File: config.mk
export PLATFORM = sky130hd
export DESIGN_NAME = sdram_cmd_seq
export DESIGN_NICKNAME = d
export VERILOG_FILES = /design/src/rtl/sdram_seq_pkg.sv /design/src/rtl/sdram_refresh_timer.sv /design/src/rtl/sdram_seq_ctrl.sv /design/src/rtl/sdram_seq_dp.sv /design/src/rtl/sdram_cmd_seq.sv
export SDC_FILE = /design/constraint.sdc
export NUM_CORES = 1
export LEC_CHECK = 0
export ABC_AREA = 1
export BUFFER_PORTS_ARGS = -buffer_cell sky130_fd_sc_hd__buf_2
export CAP_MARGIN = 20
export CORE_ASPECT_RATIO = 0.5
export CORE_UTILIZATION = 40
export DETAILED_ROUTE_END_ITERATION = 6
export HOLD_SLACK_MARGIN = 0.05
export PLACE_DENSITY_LB_ADDON = 0.15
export SYNTH_ARGS = -nofsm -noshare
export SYNTH_HDL_FRONTEND = slang
export SYNTH_SLANG_ARGS = --single-unit
File: constraint.sdc
create_clock -name clk -period 3 [get_ports clk]
set_input_delay 0.9 -clock clk [delete_from_list [all_inputs] [get_ports clk]]
set_output_delay 0.9 -clock clk [all_outputs]
set_load 0.05 [all_outputs]
File: src/rtl/sdram_seq_pkg.sv
package sdram_seq_pkg;

  localparam logic [2:0] MODE_CKE = 3'd1;
  localparam logic [2:0] MODE_PRE = 3'd2;
  localparam logic [2:0] MODE_REF = 3'd3;
  localparam logic [2:0] MODE_LMR = 3'd4;

  // one-cycle command strobes from control to the pin datapath
  typedef struct packed {
    logic doCke;
    logic doPre;
    logic doRef;
    logic doLmr;
  } seqStrobe_t;

  typedef enum logic {ST_IDLE = 1'b0, ST_GAP = 1'b1} seqState_t;

endpackage

File: src/rtl/sdram_refresh_timer.sv
module sdram_refresh_timer #(
  parameter int REF_W = 13
) (
  input  logic             clk,
  input  logic             rstN,
  input  logic             load,
  input  logic [REF_W-1:0] reloadIn,
  input  logic             initDone,
  input  logic             ack,
  input  logic             errClear,
  output logic             pending,
  output logic             err
);
  logic [REF_W-1:0] reloadVal;
  logic [REF_W-1:0] cnt;
  logic             enable;
  logic             expire;

  assign enable = initDone && (reloadVal != '0);
  assign expire = enable && (cnt == '0);

  always_ff @(posedge clk or negedge rstN) begin
    if (!rstN) begin
      reloadVal <= '0;
      cnt       <= '0;
    end else if (load) begin
      reloadVal <= reloadIn;
      cnt       <= reloadIn;
    end else if (enable) begin
      cnt <= (cnt == '0) ? reloadVal : cnt - 1'b1;
    end
  end

  always_ff @(posedge clk or negedge rstN) begin
    if (!rstN) begin
      pending <= 1'b0;
      err     <= 1'b0;
    end else begin
      if (expire)   pending <= 1'b1;
      else if (ack) pending <= 1'b0;
      if (expire && pending && !ack) err <= 1'b1;
      else if (errClear)             err <= 1'b0;
    end
  end
endmodule

File: src/rtl/sdram_seq_ctrl.sv
module sdram_seq_ctrl
  import sdram_seq_pkg::*;
#(
  parameter int TIM_W  = 4,
  parameter int RCNT_W = 4
) (
  input  logic              clk,
  input  logic              rstN,
  input  logic              cmdWrite,
  input  logic [2:0]        cmdMode,
  input  logic              cmdTarget,
  input  logic [RCNT_W-1:0] cmdRepeat,
  input  logic [TIM_W-1:0]  tMrdCfg,
  input  logic [TIM_W-1:0]  tRpCfg,
  input  logic [TIM_W-1:0]  tRcCfg,
  input  logic              refPending,
  output seqStrobe_t        strobe,
  output logic              refAck,
  output logic              busy,
  output logic              overrun,
  output logic              initDone
);
  seqState_t         state;
  logic [TIM_W-1:0]  gapCnt;
  logic [RCNT_W-1:0] repLeft;
  logic              modeValid;
  logic              hostAccept;
  logic              launch;
  logic [TIM_W-1:0]  nextGap;
  logic [RCNT_W-1:0] nextRep;

  assign busy       = (state == ST_GAP);
  assign modeValid  = (cmdMode >= MODE_CKE) && (cmdMode <= MODE_LMR);
  assign hostAccept = !busy && cmdWrite && cmdTarget && modeValid;

  always_comb begin
    strobe  = '0;
    refAck  = 1'b0;
    launch  = 1'b0;
    nextGap = '0;
    nextRep = '0;
    if (state == ST_IDLE) begin
      if (hostAccept) begin
        launch = 1'b1;
        unique case (cmdMode)
          MODE_CKE: strobe.doCke = 1'b1;
          MODE_PRE: begin strobe.doPre = 1'b1; nextGap = tRpCfg; end
          MODE_REF: begin strobe.doRef = 1'b1; nextGap = tRcCfg; nextRep = cmdRepeat; end
          default:  begin strobe.doLmr = 1'b1; nextGap = tMrdCfg; end
        endcase
      end else if (refPending) begin
        launch       = 1'b1;
        refAck       = 1'b1;
        strobe.doRef = 1'b1;
        nextGap      = tRcCfg;
      end
    end else if (gapCnt == '0 && repLeft != '0) begin
      strobe.doRef = 1'b1;
    end
  end

  always_ff @(posedge clk or negedge rstN) begin
    if (!rstN) begin
      state    <= ST_IDLE;
      gapCnt   <= '0;
      repLeft  <= '0;
      overrun  <= 1'b0;
      initDone <= 1'b0;
    end else begin
      if (cmdWrite && busy) overrun <= 1'b1;
      if (strobe.doLmr)     initDone <= 1'b1;
      if (launch) begin
        state   <= ST_GAP;
        gapCnt  <= nextGap;
        repLeft <= nextRep;
      end else if (state == ST_GAP) begin
        if (gapCnt != '0) begin
          gapCnt <= gapCnt - 1'b1;
        end else if (repLeft != '0) begin
          repLeft <= repLeft - 1'b1;
          gapCnt  <= tRcCfg;
        end else begin
          state <= ST_IDLE;
        end
      end
    end
  end
endmodule

File: src/rtl/sdram_seq_dp.sv
module sdram_seq_dp
  import sdram_seq_pkg::*;
#(
  parameter int ADDR_W = 13,
  parameter int BA_W   = 2
) (
  input  logic              clk,
  input  logic              rstN,
  input  seqStrobe_t        strobe,
  input  logic [ADDR_W-1:0] payload,
  output logic              sdCke,
  output logic              sdCsN,
  output logic              sdRasN,
  output logic              sdCasN,
  output logic              sdWeN,
  output logic [BA_W-1:0]   sdBa,
  output logic [ADDR_W-1:0] sdAddr
);
  localparam int AP_BIT = 10;

  always_ff @(posedge clk or negedge rstN) begin
    if (!rstN) begin
      sdCke  <= 1'b0;
      sdCsN  <= 1'b1;
      sdRasN <= 1'b1;
      sdCasN <= 1'b1;
      sdWeN  <= 1'b1;
      sdBa   <= '0;
      sdAddr <= '0;
    end else begin
      sdCsN  <= 1'b0;
      sdRasN <= 1'b1;
      sdCasN <= 1'b1;
      sdWeN  <= 1'b1;
      sdBa   <= '0;
      sdAddr <= '0;
      if (strobe.doCke) sdCke <= 1'b1;
      if (strobe.doPre) begin
        sdRasN         <= 1'b0;
        sdWeN          <= 1'b0;
        sdAddr[AP_BIT] <= 1'b1;
      end
      if (strobe.doRef) begin
        sdRasN <= 1'b0;
        sdCasN <= 1'b0;
      end
      if (strobe.doLmr) begin
        sdRasN <= 1'b0;
        sdCasN <= 1'b0;
        sdWeN  <= 1'b0;
        sdAddr <= payload;
      end
    end
  end
endmodule

File: src/rtl/sdram_cmd_seq.sv
module sdram_cmd_seq
  import sdram_seq_pkg::*;
#(
  parameter int ADDR_W = 13,
  parameter int BA_W   = 2,
  parameter int TIM_W  = 4,
  parameter int RCNT_W = 4,
  parameter int REF_W  = 13
) (
  input  logic              clk,
  input  logic              rstN,
  input  logic              cmdWrite,
  input  logic [2:0]        cmdMode,
  input  logic              cmdTarget,
  input  logic [RCNT_W-1:0] cmdRepeat,
  input  logic [ADDR_W-1:0] cmdPayload,
  input  logic [TIM_W-1:0]  tMrdCfg,
  input  logic [TIM_W-1:0]  tRpCfg,
  input  logic [TIM_W-1:0]  tRcCfg,
  input  logic              refLoad,
  input  logic [REF_W-1:0]  refReload,
  input  logic              errClear,
  input  logic              errIrqEn,
  output logic              sdCke,
  output logic              sdCsN,
  output logic              sdRasN,
  output logic              sdCasN,
  output logic              sdWeN,
  output logic [BA_W-1:0]   sdBa,
  output logic [ADDR_W-1:0] sdAddr,
  output logic              busy,
  output logic              overrun,
  output logic              refErr,
  output logic              refIrq
);
  seqStrobe_t strobe;
  logic       refPending;
  logic       refAck;
  logic       initDone;

  sdram_seq_ctrl #(.TIM_W(TIM_W), .RCNT_W(RCNT_W)) uCtrl (
    .clk(clk), .rstN(rstN), .cmdWrite(cmdWrite), .cmdMode(cmdMode),
    .cmdTarget(cmdTarget), .cmdRepeat(cmdRepeat), .tMrdCfg(tMrdCfg),
    .tRpCfg(tRpCfg), .tRcCfg(tRcCfg), .refPending(refPending),
    .strobe(strobe), .refAck(refAck), .busy(busy), .overrun(overrun),
    .initDone(initDone)
  );

  sdram_seq_dp #(.ADDR_W(ADDR_W), .BA_W(BA_W)) uDp (
    .clk(clk), .rstN(rstN), .strobe(strobe), .payload(cmdPayload),
    .sdCke(sdCke), .sdCsN(sdCsN), .sdRasN(sdRasN), .sdCasN(sdCasN),
    .sdWeN(sdWeN), .sdBa(sdBa), .sdAddr(sdAddr)
  );

  sdram_refresh_timer #(.REF_W(REF_W)) uTimer (
    .clk(clk), .rstN(rstN), .load(refLoad), .reloadIn(refReload),
    .initDone(initDone), .ack(refAck), .errClear(errClear),
    .pending(refPending), .err(refErr)
  );

  assign refIrq = refErr && errIrqEn;
endmodule

==> run summary, run 1 <==
status = completed
worst hold start = uCtrl.overrun
Row Count = 23
Port Buffers = 73
Initial DRC Count = 127
setup TNS = 0 ns
RePlAce Congestion = 0.806
Max Fclk = 0.455 GHz
CTS buffer count = 9
Unique masters post-synth = 35
Final ANT Viol Nets = 0
worst flop-to-flop path endpoint = uTimer.cnt[5]
DRT Wirelength = 7.39 mm
DP Cell Count = 645
commonest non-fill, non-tap cell in the layout = nand2_1
WHS = 0.454 ns
Critical R2R Launch = uTimer.cnt[0]
Max Cap Viol = 0
Post-synth ARST share = 1.00
dominant synthesized flop cell = dfrtp_1
Post CTS Setup Buffer Count = 0
Core Box Area = 8030 µm²
total track usage = 0.195
Final Non-Filler Cells = 661
Worst Hold Depth = 1
Die Ht = 66.4 µm
Slew HR = 0.669
Residual DRC = 0
Worst Clk Skew = 0.00479 ns
Syn. warnings = 0
clock sink total = 57
Die W = 131 µm
path depth of the worst reg2reg path = 11
layout cells sized above 1 = 0.244
Slew Viols, Final = 0
Fin. Hold Viols = 0
crit path kind = input pin to primary output
root buffer cell = clkbuf_16
DP HPWL = 5.57 mm
Fillers = 817
most frequent cells in the layout = nand2_1 (164), buf_2 (73), inv_1 (58)
Min-Delay Path Class = register to register
Area Growth Syn to Fin = 22.6%
PostCTS Resize Cnt = 0
io pins = 76
sequential fraction of the synthesis area = 0.431
Min Clock Period, post-route = 2.20 ns
ANT cells = 0
initial antenna violation count = 0
CP Data Arrival Time = 1.30 ns
Worst Path Required = 2.10 ns
pin slew with the least headroom to its limit = 0.493 ns
Critical Path Sink Type = primary output
CTS tree = done
Clk Latency, worst-skew pair = 0.33 ns
Peak VDD IR = 0.000431 V
Lkg Pwr = 2.38 nW
Seq cells post-synth = 57
syn avg cell area = 7.10 µm²
clock slew at reported path FFs = 0.05 ns
RSZ-0062 raised after global routing = no
Pwr per Cell Area = 836 nW/µm²
hold endpoint = uCtrl.overrun
R2R Setup Slk = 1.21 ns
first-pass GRT wire length = 12.8 mm
cts hold-fix bufs = 0
vias per cell = 4.43
DR vias = 2926
Layout Nets = 600
Setup Viol. Count Final = 0
H-tree depth = 3
Post-synth EDFFs = 0
critical path startpoint = errIrqEn
Setup crit start kind = input pin
crit path max fanout = 1
largest net degree at the start of global routing = 58
vias in the first global route = 2707
synthesized instance count = 468
Longest Clk Path Bufs = 2
Die ar. = 8690 µm²
Final Cycle Share = 0.732
mapped cell area = 3320 µm²
Starting Density = 0.414
drt first pass iters = 4
GRT overflow = 0
WL/cell = 11.2 µm
-- flip-flops by register name, indices dropped and copies added, names as in the netlist, 4 cells and up --
signal            cells
uTimer.reloadVal     13
uCtrl.repLeft         4
uTimer.cnt           13
uDp.sdAddr           13
uCtrl.gapCnt          4
-- through the flow --
step / instance area [µm²] / setup WS (ns) / util / power (mW)
2_1_floorplan: 3330 / 0.843 / - / 2.15
3_3_place_gp: 3780 / 0.800 / 0.471 / 2.43
3_5_place_dp: 3780 / 0.784 / 0.471 / 2.45
4_1_cts: 4070 / 0.800 / 0.507 / 3.43
5_1_grt: 4070 / 0.768 / 0.507 / 3.69
6_report: 4070 / 0.804 / 0.507 / 3.40
-- kinds of logic (layout without fill, tap and decap cells) --
logic type                 Yosys count  count (layout)  synth area share
AOI/OAI and AO/OA                   38              38            0.0641
xor gates and xnor gates             2               2           0.00528
adders and majority gates            4               4            0.0151
buffers and inverters               80             159             0.100
DFF                                 57              57             0.431
other                                1               3           0.00113
and+or+nand+nor                    286             286             0.383
-- routing by layer --
| layer | vias to the layer above | share of wire | track usage |
|---|---|---|---|
| met4 | 0 | 0.011 | 0.0489 |
| met3 | 10 | 0.044 | 0.0591 |
| met1 | 1284 | 0.49 | 0.264 |
| li1 | 1585 | - | - |
| met5 | - | 0 | 0 |
| met2 | 47 | 0.45 | 0.304 |
-- where the power goes --
part	total (mW)	switching [mW]	internal [mW]
logic	1.29	0.850	0.436
clock network	0.967	0.361	0.607
registers	1.15	0.184	0.966
total	3.40	1.39	2.01
-- cell type report --
type / count / area (µm²) / share of cell area
Multi-Input combinational cell: 333 / 1560 / 0.384
Sequential cell: 57 / 1430 / 0.352
Timing Repair Buffer: 74 / 385 / 0.0947
Inverter: 69 / 259 / 0.0636
Clock buffer: 11 / 253 / 0.0621
Tap cell: 112 / 140 / 0.0344
Clock inverter: 5 / 38.8 / 0.00953
-- worst max-delay path by stage --
stage                       to  slack, ns  cells after the start
2_1_floorplan           refIrq       0.84                      2
3_3_place_gp            refIrq       0.80                      4
3_5_place_dp   uCtrl.gapCnt[2]       0.78                      9
4_1_cts                 refIrq       0.80                      4
5_1_grt                 refIrq       0.77                      4
6_report                refIrq       0.80                      4
-- cell usage after synthesis, types with 6 or more instances --
| master | count | area, µm² |
|---|---|---|
| nor2_1 | 51 | 191 |
| a21oi_1 | 7 | 35.0 |
| nand3_2 | 6 | 60.1 |
| o21ai_0 | 20 | 100 |
| inv_1 | 58 | 218 |
| nand3_1 | 37 | 185 |
| dfrtp_1 | 53 | 1330 |
| nand2_2 | 11 | 68.8 |
| nand2_1 | 164 | 616 |
| buf_4 | 6 | 45.0 |
| inv_2 | 10 | 37.5 |
-- worst max-delay path, stage by stage --
cell     delay, ns
buf_2         0.07
nand2_1       0.04
inv_1         0.04
buf_2         0.24
Power figures use the tool's default switching activity.
==> run 2, diff against run 1 <==
==> constraint.sdc (replaced) <==
create_clock -name clk -period 2.3 [get_ports clk]
set_input_delay 0.69 -clock clk [delete_from_list [all_inputs] [get_ports clk]]
set_output_delay 0.69 -clock clk [all_outputs]
set_load 0.05 [all_outputs]
==> run summary, run 2 (synthesis gave the netlist of run 1 again) <==
biggest regs = uDp.sdAddr (13), uTimer.cnt (13), uTimer.reloadVal (13)
drt first pass iters = 4
WL/cell = 11.5 µm
Pwr per Cell Area = 1120 nW/µm²
most frequent cells in the layout = nand2_1 (164), buf_2 (73), inv_1 (58)
RePlAce Congestion = 0.800
DP HPWL = 5.71 mm
H-tree depth = 3
initial antenna violation count = 0
layout cells sized above 1 = 0.243
Fin. Hold Viols = 0
ANT cells = 0
CP cell instances = buf_2
Peak VDD IR = 0.000467 V
root buffer cell = clkbuf_16
Min Clock Period, post-route = 1.87 ns
Die ar. = 8690 µm²
clock sink total = 57
Starting Density = 0.414
FF+latch area = 1430 µm²
CP top delay family = flip-flops
crit path kind = register to primary output
Area Growth Syn to Fin = 24.0%
Core Box Area = 8030 µm²
Layout Nets = 602
critical path buffer and inverter count = 1
Slew Viols, Final = 0
Setup Viol. Count Final = 0
Longest Clk Path Bufs = 2
Residual DRC = 0
PostCTS Resize Cnt = 0
Worst Clk Skew = 0.00485 ns
Min-Delay Path Class = input pin to asynchronous set/reset pin
Post-DP Area = 3790 µm²
R2R Setup Slk = 0.51 ns
Initial DRC Count = 179
RSZ-0062 raised after global routing = no
pin slew with the least headroom to its limit = 0.505 ns
Worst Path Required = 1.61 ns
Largest stage delay, worst path = 0.52 ns
Fillers = 806
post-layout util = 0.513
Die Ht = 66.4 µm
final instance area = 4120 µm²
Row Count = 23
cts hold-fix bufs = 0
status = completed
Slew HR = 0.660
WHS = 0.326 ns
Final Cycle Share = 0.813
Final ANT Viol Nets = 0
Post CTS Setup Buffer Count = 0
Critical Path Sink Type = primary output
clock slew at reported path FFs = 0.05 ns
CTS buffer count = 9
commonest non-fill, non-tap cell in the layout = nand2_1
Die W = 131 µm
setup TNS = 0 ns
first-pass GRT wire length = 12.6 mm
area of the multi-input gates = 1560 µm²
Port Buffers = 73
final worst setup slack = 0.431 ns
vias per cell = 4.50
CP Data Arrival Time = 1.18 ns
GRT overflow = 0
vias in the first global route = 2724
Clk Latency, worst-skew pair = 0.33 ns
Lkg Pwr = 2.40 nW
largest net degree at the start of global routing = 31
io pins = 76
CTS tree = done
Max Cap Viol = 0
crit path max fanout = 9
Max Fclk = 0.535 GHz
DR vias = 2983
Worst path slowest cell = dfrtp_1
total track usage = 0.193
Setup crit start kind = register
pre-CTS WS = 0.332 ns
DRT Wirelength = 7.64 mm
run 2: changes by cell type in the layout (fill, tap and decap cells not counted), sizes merged:
cell and delta:
buf +2, bufinv +2, clkinv -2, clkbuf +1
inv -1
run 2: stage by stage:
stage / instances / power [mW]
2_1_floorplan: 470 / 2.80
3_3_place_gp: 647 / 3.19
3_5_place_dp: 647 / 3.19
4_1_cts: 663 / 4.67
5_1_grt: 663 / 4.98
6_report: 663 / 4.62
run 2: power by group:
part | leakage (nW) | internal (mW) | switching (mW)
Clock | 0.153 | 0.979 | 0.460
Combinational | 1.55 | 0.571 | 1.11
Sequential | 0.706 | 1.26 | 0.241
Total | 2.40 | 2.81 | 1.81
run 2: final timing paths:
path | start | depth (start not counted) | end
min in group clk | uCtrl.overrun | 1 | uCtrl.overrun
worst min-delay path | rstN | 1 | uTimer.cnt[7]
worst min register to register | uCtrl.overrun | 1 | uCtrl.overrun
max in group asynchronous | rstN | 2 | uDp.sdWeN
worst max register to register | uTimer.cnt[0] | 11 | uTimer.cnt[5]
worst max-delay path | uCtrl.busy | 1 | busy
run 2: metal layers:
metal,vias to the layer above,share of wire,track usage
met2,53,0.44,0.308
li1,1590,-,-
met3,5,0.042,0.0688
met1,1335,0.51,0.254
met5,-,0,0
met4,0,0.0033,0.0316
run 2: cell type report:
cell class	instances	share of cell area
clock buffers	12	0.0599
clock inverters	4	0.0185
inverters	69	0.0629
multi-input cells	333	0.380
flip-flops and latches	57	0.348
well taps	112	0.0340
repair buffers	76	0.0972
==> run 3, diff against run 2 <==
==> constraint.sdc (replaced) <==
create_clock -name clk -period 1.8 [get_ports clk]
set_input_delay 0.54 -clock clk [delete_from_list [all_inputs] [get_ports clk]]
set_output_delay 0.54 -clock clk [all_outputs]
set_load 0.05 [all_outputs]
==> run summary, run 3 (synthesis gave the netlist of run 1 again) <==
grt met2 use = 0.305
first-pass GRT wire length = 12.8 mm
vias in the first global route = 2712
Pwr per Cell Area = 1400 nW/µm²
CTS buffer count = 9
RePlAce Congestion = 0.811
Worst Path Required = 2.01 ns
initial antenna violation count = 0
Largest stage delay, worst path = 0.39 ns
DP HPWL = 5.59 mm
H-tree depth = 3
largest net degree at the start of global routing = 58
WHS = 0.213 ns
setup TNS = 0 ns
Area Growth Syn to Fin = 25.2%
drt first pass iters = 4
Min Clock Period, post-route = 1.66 ns
Port Buffers = 73
met3 usage = 0.0534
clock slew at reported path FFs = 0.05 ns
Final Cycle Share = 0.920
Critical R2R Launch = uTimer.cnt[0]
Fillers = 802
most frequent cells in the layout = nand2_1 (164), buf_2 (73), inv_1 (58)
path depth of the worst reg2reg path = 9
Row Count = 23
DR vias = 3034
Fin. Hold Viols = 0
Critical Path Sink Type = register
busiest grt layer = met2
ANT cells = 0
Switch Pwr = 2.32 mW
Clk pwr share = 0.290
Die Ht = 66.4 µm
Die W = 131 µm
Clk Latency, worst-skew pair = 0.32 ns
Max Fclk = 0.604 GHz
Slew Viols, Final = 0
Worst Clk Skew = 0.00523 ns
Sw Ratio = 0.399
R2R Setup Slk = 0.14 ns
GRT overflow = 0
DRT Wirelength = 7.57 mm
layout cells sized above 1 = 0.256
Residual DRC = 0
Peak VDD IR = 0.000644 V
vias per cell = 4.53
crit path kind = register to register
worst flop-to-flop path endpoint = uTimer.cnt[6]
CP top delay family = simple AND/OR/NAND/NOR gates
most frequent CP cell = nand2_1
Die ar. = 8690 µm²
Final ANT Viol Nets = 0
Max Cap Viol = 0
CP Data Arrival Time = 1.87 ns
crit path max fanout = 6
cts hold-fix bufs = 0
status = completed
M1 GR Usage = 0.265
final worst setup slack = 0.144 ns
Starting Density = 0.414
critical path buffer and inverter count = 1
Worst path slowest cell = dfrtp_1
CTS tree = done
Initial DRC Count = 150
biggest regs = uDp.sdAddr (13), uTimer.cnt (13), uTimer.reloadVal (13)
Seq pwr share = 0.327
combinational power share = 0.383
root buffer cell = clkbuf_16
internal power = 3.50 mW
total track usage = 0.195
Core Box Area = 8030 µm²
Min-Delay Path Class = input pin to asynchronous set/reset pin
Setup Viol. Count Final = 0
WL/cell = 11.3 µm
Setup crit start kind = register
io pins = 76
Lkg Pwr = 2.43 nW
Longest Clk Path Bufs = 2
commonest non-fill, non-tap cell in the layout = nand2_1
pre-CTS WS = 0.0886 ns
Layout Nets = 609
CP cell instances = inv_1, ha_1, nand2_1, o21ai_0, nand3_2, nand2_1, nand2_1, nand2_1, nand2_1
clock sink total = 57
-- run 3: per-layer routing --
metal | vias to the layer above | share of wire
li1 | 1609 | -
met1 | 1356 | 0.50
met2 | 64 | 0.45
met3 | 5 | 0.044
met4 | 0 | 0.0073
met5 | - | 0
-- run 3: how the worst max path moves through the flow --
| stage | startpoint | slack [ns] | cells past startpoint | to |
|---|---|---|---|---|
| 2_1_floorplan | uCtrl.busy | 0.17 | 12 | uCtrl.repLeft[2] |
| 4_1_cts | uTimer.cnt[0] | 0.12 | 11 | uTimer.cnt[8] |
| 6_report | uTimer.cnt[0] | 0.14 | 9 | uTimer.cnt[6] |
| 5_1_grt | uCtrl.gapCnt[0] | -0.01 | 9 | uCtrl.gapCnt[2] |
| 3_3_place_gp | cmdMode[0] | 0.11 | 12 | uCtrl.repLeft[2] |
| 3_5_place_dp | cmdMode[0] | 0.09 | 11 | uCtrl.gapCnt[2] |
-- run 3: repair_timing --
item | 4_1_cts | 5_1_grt
endpoints found under the setup margin | 0 | 9
buffers inserted | 0 | 0
gates resized for setup | 0 | 3
-- run 3: area by class of cell --
type	count	area [µm²]	area share
Clock buffer	11	243	0.0584
Sequential cell	57	1430	0.344
Inverter	69	259	0.0623
Multi-Input combinational cell	333	1580	0.379
Timing Repair Buffer	83	453	0.109
Tap cell	112	140	0.0337
Clock inverter	5	55.1	0.0132
-- run 3: power by group through the flow --
stage | registers [mW] | logic, mW | clock network (mW)
after floorplan | 2.02 | 1.57 | 0
after global placement | 1.92 | 2.21 | 0
after detailed placement | 1.92 | 2.22 | 0
after CTS | 1.90 | 2.23 | 1.72
after global routing | 1.95 | 2.58 | 1.77
final | 1.90 | 2.23 | 1.69
-- run 3: worst reg2reg max path, stage by stage (launching register included) --
cell     delay, ns
dfrtp_1       0.39
inv_1         0.13
ha_1          0.24
nand2_1       0.18
o21ai_0       0.27
nand3_2       0.11
nand2_1       0.07
nand2_1       0.05
nand2_1       0.05
nand2_1       0.05
-- run 3: stage by stage --
step | instances | power [mW] | instance area [µm²] | utilization
4_1_cts | 670 | 5.85 | 4150 | 0.516
2_1_floorplan | 470 | 3.58 | 3330 | -
6_report | 670 | 5.82 | 4160 | 0.518
3_3_place_gp | 654 | 4.13 | 3850 | 0.479
5_1_grt | 670 | 6.31 | 4160 | 0.518
3_5_place_dp | 654 | 4.13 | 3850 | 0.479
